File: src/rtl/indirect_pixel_writer.sv
module indirect_pixel_writer #(
  parameter int ADDR_W  = 24,
  parameter int ROW_PIX = 2048,
  parameter int OFS_W   = 12
) (
  input  logic                clk,
  input  logic                rst_n,
  input  logic                wr_en,
  input  logic [OFS_W-1:0]    wr_addr,
  input  logic [31:0]         wr_data,
  output logic                mem_we,
  output logic [ADDR_W-1:0]   mem_addr,
  output logic [32*32-1:0]    mem_data,
  output logic [32*4-1:0]     mem_be,
  output logic [ADDR_W-1:0]   cur_dst
);
  localparam int NPIX = 32;
  localparam int BPP  = 4;
  localparam int PITCH = ROW_PIX * BPP;
  localparam logic [ADDR_W-1:0] PITCH_A = ADDR_W'(PITCH);
  localparam logic [OFS_W-1:0] OFS_DST  = OFS_W'(12'h100);
  localparam logic [OFS_W-1:0] OFS_MASK = OFS_W'(12'h104);
  localparam logic [OFS_W-1:0] OFS_FG   = OFS_W'(12'h108);
  localparam logic [OFS_W-1:0] OFS_BG   = OFS_W'(12'h10C);
  localparam logic [OFS_W-1:0] OFS_MODE = OFS_W'(12'h110);
  localparam logic [OFS_W-1:0] OFS_DAT0 = OFS_W'(12'h600);

  logic [ADDR_W-1:0] dst_q;
  logic [31:0]       mask_q, fg_q, bg_q;
  logic [1:0]        fmt_q;
  logic              transp_q;

  logic [OFS_W-1:0]  rel;
  logic              alias_hit;
  logic [2:0]        dir;
  logic              x_inc, x_dec, y_inc, y_dec;
  logic [ADDR_W-1:0] hstep, dst_next;
  logic [NPIX*32-1:0] pix_data;
  logic [NPIX*4-1:0]  pix_be;

  assign rel       = wr_addr - OFS_DAT0;
  assign alias_hit = wr_en && (rel < OFS_W'(256)) && (rel[4:0] == 5'd0);
  assign dir       = rel[7:5];
  assign cur_dst   = dst_q;

  always_comb begin
    x_inc = 1'b0; x_dec = 1'b0; y_inc = 1'b0; y_dec = 1'b0;
    case (dir)
      3'd0: x_inc = 1'b1;
      3'd1: y_inc = 1'b1;
      3'd2: y_dec = 1'b1;
      3'd3: x_dec = 1'b1;
      3'd4: begin x_inc = 1'b1; y_inc = 1'b1; end
      3'd5: begin x_dec = 1'b1; y_inc = 1'b1; end
      3'd6: begin x_inc = 1'b1; y_dec = 1'b1; end
      default: begin x_dec = 1'b1; y_dec = 1'b1; end
    endcase
  end

  assign hstep = (fmt_q == 2'd0) ? ADDR_W'(NPIX * BPP) :
                 (fmt_q == 2'd1) ? ADDR_W'(4 * BPP) : ADDR_W'(BPP);

  assign dst_next = dst_q
                  + (x_inc ? hstep : '0) - (x_dec ? hstep : '0)
                  + (y_inc ? PITCH_A : '0) - (y_dec ? PITCH_A : '0);

  for (genvar p = 0; p < NPIX; p++) begin : g_pix
    logic bit_v, keep;
    assign bit_v = wr_data[31-p];
    assign keep  = mask_q[31-p];
    if (p == 0) begin : g_first
      always_comb begin
        case (fmt_q)
          2'd0: begin
            pix_data[p*32 +: 32] = bit_v ? fg_q : bg_q;
            pix_be[p*4 +: 4]     = (keep && (bit_v || !transp_q)) ? 4'hF : 4'h0;
          end
          2'd1: begin
            pix_data[p*32 +: 32] = {24'd0, wr_data[31:24]};
            pix_be[p*4 +: 4]     = keep ? 4'h1 : 4'h0;
          end
          default: begin
            pix_data[p*32 +: 32] = wr_data;
            pix_be[p*4 +: 4]     = keep ? 4'hF : 4'h0;
          end
        endcase
      end
    end else if (p < 4) begin : g_byte
      always_comb begin
        case (fmt_q)
          2'd0: begin
            pix_data[p*32 +: 32] = bit_v ? fg_q : bg_q;
            pix_be[p*4 +: 4]     = (keep && (bit_v || !transp_q)) ? 4'hF : 4'h0;
          end
          2'd1: begin
            pix_data[p*32 +: 32] = {24'd0, wr_data[31-8*p -: 8]};
            pix_be[p*4 +: 4]     = keep ? 4'h1 : 4'h0;
          end
          default: begin
            pix_data[p*32 +: 32] = 32'd0;
            pix_be[p*4 +: 4]     = 4'h0;
          end
        endcase
      end
    end else begin : g_exp
      assign pix_data[p*32 +: 32] = (fmt_q == 2'd0) ? (bit_v ? fg_q : bg_q) : 32'd0;
      assign pix_be[p*4 +: 4] = ((fmt_q == 2'd0) && keep && (bit_v || !transp_q)) ? 4'hF : 4'h0;
    end
  end

  always_ff @(posedge clk) begin
    if (!rst_n) begin
      dst_q    <= '0;
      mask_q   <= '1;
      fg_q     <= '0;
      bg_q     <= '0;
      fmt_q    <= 2'd0;
      transp_q <= 1'b0;
      mem_we   <= 1'b0;
      mem_addr <= '0;
      mem_data <= '0;
      mem_be   <= '0;
    end else begin
      mem_we <= alias_hit;
      if (alias_hit) begin
        mem_addr <= dst_q;
        mem_data <= pix_data;
        mem_be   <= pix_be;
        dst_q    <= dst_next;
      end else begin
        mem_be <= '0;
        if (wr_en) begin
          if (wr_addr == OFS_DST)  dst_q  <= wr_data[ADDR_W-1:0];
          if (wr_addr == OFS_MASK) mask_q <= wr_data;
          if (wr_addr == OFS_FG)   fg_q   <= wr_data;
          if (wr_addr == OFS_BG)   bg_q   <= wr_data;
          if (wr_addr == OFS_MODE) begin
            fmt_q    <= wr_data[1:0];
            transp_q <= wr_data[4];
          end
        end
      end
    end
  end

  AST_WRITE_FOLLOWS_ALIAS: assert property (@(posedge clk) disable iff (!rst_n)
    mem_we |-> $past(wr_en)) else $error("write without strobe");
  AST_ADDR_IS_OLD_DST: assert property (@(posedge clk) disable iff (!rst_n)
    wr_en && alias_hit |=> mem_addr == $past(cur_dst)) else $error("addr");
  AST_DOWN_STEP: assert property (@(posedge clk) disable iff (!rst_n)
    wr_en && wr_addr == OFS_DAT0 + OFS_W'(12'h20) |=> cur_dst == $past(cur_dst) + PITCH_A)
    else $error("down step");
  AST_UP_STEP: assert property (@(posedge clk) disable iff (!rst_n)
    wr_en && wr_addr == OFS_DAT0 + OFS_W'(12'h40) |=> cur_dst == $past(cur_dst) - PITCH_A)
    else $error("up step");
  AST_IDLE_HOLD: assert property (@(posedge clk) disable iff (!rst_n)
    !wr_en |=> $stable(cur_dst) && !mem_we) else $error("idle");
  AST_WIDE_PIXEL_ONLY: assert property (@(posedge clk) disable iff (!rst_n)
    wr_en && alias_hit && fmt_q[1] |=> mem_be[NPIX*4-1:4] == '0) else $error("32b lanes");
endmodule

File: config.mk
export PLATFORM = sky130hd
export DESIGN_NAME = indirect_pixel_writer
export DESIGN_NICKNAME = d
export VERILOG_FILES = /design/src/rtl/indirect_pixel_writer.sv
export SDC_FILE = /design/constraint.sdc
export NUM_CORES = 2
export LEC_CHECK = 0
export BUFFER_PORTS_ARGS = -buffer_cell sky130_fd_sc_hd__clkbuf_2
export CORE_AREA = 2 2 488 490
export DETAILED_ROUTE_END_ITERATION = 10
export DIE_AREA = 0 0 490 492
export GPL_ROUTABILITY_DRIVEN = 0
export PLACE_DENSITY = 0.42
export SKIP_LAST_GASP = 1
export SLEW_MARGIN = 5
export SYNTH_ARGS = -nofsm -noshare
export SYNTH_HDL_FRONTEND = slang
export SYNTH_SLANG_ARGS = --single-unit
export TNS_END_PERCENT = 100
File: constraint.sdc
create_clock -name clk -period 6.4 [get_ports clk]
set_clock_uncertainty 0.2 [all_clocks]
set_input_delay 0.96 -clock clk [delete_from_list [all_inputs] [get_ports clk]]
set_output_delay 0.96 -clock clk [all_outputs]
set_load 0.01 [all_outputs]
==> key figures <==
Timing
  • RSZ-0062 raised after global routing: no
  • Worst Max-Slew Pin Slew: 1.31 ns
  • Period utilisation layout: 61.8%
  • FMAX: 253 MHz
  • Slew Limit Fails: 0
  • Worst slew margin: 12.2%
  • Fin. Hold Viols: 0
  • Setup violations, final: 0
  • Minimum clock period: between 3 and 4 ns
  • WHS: 0.247 ns
  • TNS Setup: 0 ns
  • Post-route setup slack: 2.44 ns

Clock network
  • Clk_lat worst skew: just over 0.8 ns
  • CTS Buffer Depth: 3
  • # resized after CTS: 0
  • TritonCTS clock tree: built
  • Clock transition at path regs: 0.06 ns
  • CTS Hold Bufs: 0
  • H-tree lvl count: 4
  • TritonCTS buffer count: 153
  • Sink Count: 1,208
  • Post-CTS setup buffers: 0
  • Clock root cell: clkbuf_16

Detailed routing
  • Final ANT Viol Nets: 0
  • DR vias: 56,000
  • Total wire length: 320,000 um
  • Routed length per instance: 29.2 um
  • Drt first pass iters: 6
  • 1st-iter DRT viols: 5,269
  • DRC: 0
  • Avg Vias per Cell: 5.11

Layout
  • Area delta synth->final: 18.8%
  • Nets: about 7,800
  • Area of the multi-input gates: 32,800 sq um
  • Sequential cell area: around 24,000 sq um
  • Filler cell count: 24,700
  • Layout cell share with drive strength beyond 1: about a third

Yosys
  • #FFs+latches synth: 1,208
  • Netlist Area Pre-Place: approximately 62,000 sq um
  • Syn Nets: between 7,000 and 8,000
  • Warning count from the yosys run: 0
  • EDFF count, synth: 0
  • Mean Syn Cell Area: a little under 9 sq um
  • Sequential share of the synthesized area: 39.0%
  • Ys async rst share: 0%
  • Synth Instances: 7,174
  • Yosys cell types: 61
  • Most used flip-flop cell after synthesis: dfxtp_1

Setup path
  • Most Frequent Cell on Critical Path: ha_1
  • Critical Path, Cell by Cell: or2_4 -> nor2_1 -> ha_1 -> ha_1 -> inv_1 -> ha_1 -> o211ai_1 -> or3_1 -> a31o_2 -> a211oi_1 -> mux2i_1 -> nand2_1
  • CP max stage delay: between 0.6 and 0.7 ns
  • Worst EP required: 6.91 ns
  • Crit. End Element: flop
  • Startpoint types: flop
  • Crit Path Class: flop to flop
  • WP data arrival: 4.47 ns
  • Reg2Reg Setup Slack: 2.44 ns
  • CP max-delay cell: or2_4
  • Crit Path Max Fanout: 28

Floorplan
  • Die Y-Extent: 492 um
  • Die area: about 240,000 sq um
  • Rows: 179
  • Starting Density: between 20% and 30%
  • I/O pin total: approximately 1,200
  • Core area: between 200,000 and 250,000 sq um
  • Die X: 490 um

GRT
  • Largest net degree at the start of global routing: 177
  • Number of global-route vias before repair: 51,700
  • Initial antenna violation count: 22
  • Overflow after GRT: 0
  • GRT Util Overall: 25.2%
  • First-pass GRT wire length: 434,000 um

Power and ir drop
  • Leak: 0.0288 uW
  • Worst VDD drop: 0.000281 V
  • Comb pwr share: 4.1%
  • Power Total: around 17,000 uW
  • Switching share of total power: 24.7%
  • Pwr per Cell Area: 232 nW/um^2
  • Clk network pwr share: 52.1%
  • Psw: between 4000 and 5000 uW
  • Cell Int Power: 12,900 uW
  • Seq pwr share: 43.8%

Job
  • Total of max-cap violations: 0

Placed design
  • HPWL Detailed: roughly 190,000 um
  • Number of port buffers: approximately 1,200
  • Pre-CTS WS: between 1.5 and 2 ns

Min path
  • Worst Hold Class: flop to flop

Status
  • Status: finished clean
-- critical path, delay by kind of cell, from the launching register on --
family                     cells  cell delay, ns
AOI/OAI and AO/OA              3            0.74
DFF                            1            0.59
and+or+nand+nor                4            1.12
buffers and inverters          1            0.05
muxes                          1            0.21
adders and majority gates      3            0.93
-- power by group through the flow --
stage                     clock [uW]  combinational [uW]  sequential [uW]
after CTS                       9090                 701             7490
after global routing            9350                 724             7490
after detailed placement           0                 700             7660
after floorplan                    0                 451             7690
after global placement             0                 701             7660
final                           8910                 700             7490
-- state kept, by name (all words and copies together), names as in the netlist --
name,count
cur_dst,24
bg_q,32
mem_be,36
mask_q,32
fg_q,32
mem_addr,24
mem_we,1
fmt_q,2
mem_data,1024
transp_q,1
-- final timing paths --
check / startpoint / to / cells after the start
setup reg to reg: fmt_q[1] / cur_dst[20] / 12
setup / recovery: fmt_q[1] / cur_dst[20] / 12
hold / removal: mask_q[16] / mem_be[63] / 2
hold reg to reg: mask_q[16] / mem_be[63] / 2
-- final cells by class --
class	count	area share (%)
well taps	3167	5.37
repair buffers	1357	10.0
diodes	5	0.0170
multi-input cells	4916	44.4
inverters	41	0.219
clock buffers	231	6.05
flip-flops and latches	1208	33.1
clock inverters	38	0.770
-- Yosys cell counts, drive strengths merged, types with 6 or more instances --
library cell     n  area (sq um)
o21ai           57           285
inv             41           154
xnor2            6          52.6
a21o             9          67.6
or3              6          37.5
dfxtp         1208         24200
a211oi          30           225
ha              34           425
o211ai          10          75.1
nor2          1140          4280
mux2i         1034         10300
buf            353          2560
nand2          289          1080
nor3          1009          9070
clkbuf         656          2460
a21oi         1160          5810
a22oi           14           105
nand4            7          43.8
nand3           40           200
-- cell families after synthesis --
group                      synth area share [%]
AOI/OAI and AO/OA                          11.1
xor gates and xnor gates                  0.141
adders and majority gates                 0.717
buffers and inverters                      8.34
DFF                                        39.0
muxes                                      16.7
and+or+nand+nor                            24.1
-- per-stage QoR --
step | instances | area, sq um | util (%)
after CTS | 11000 | 73700 | 31.2
after floorplan | 7174 | 62100 | -
after global placement | 10700 | 68700 | 29.1
after global routing | 11000 | 73700 | 31.2
after detailed placement | 10700 | 68700 | 29.1
final | 11000 | 73700 | 31.2
-- routing by layer --
layer	routed length [um]	vias to the layer above	global-route usage, %
met1	141000	27700	33.8
met2	146000	2395	40.1
li1	-	25500	-
met5	21	-	0
met4	12300	4	9.58
met3	20800	458	4.45
-- placed cells by master, fill, tap and decap left out, drive strengths merged, types with 7 or more instances in the layout --
| cell type | count |
|---|---|
| nand2 | 289 |
| nand4 | 7 |
| clkinv | 24 |
| o21ai | 57 |
| nor2 | 1140 |
| dfxtp | 1208 |
| a21o | 9 |
| ha | 34 |
| nand3 | 40 |
| mux2i | 1034 |
| a22oi | 14 |
| a21oi | 1160 |
| bufinv | 9 |
| clkbuf | 1454 |
| nor3 | 1009 |
| inv | 45 |
| o211ai | 10 |
| a211oi | 30 |
| buf | 134 |
(Power assumes the default switching activity.)
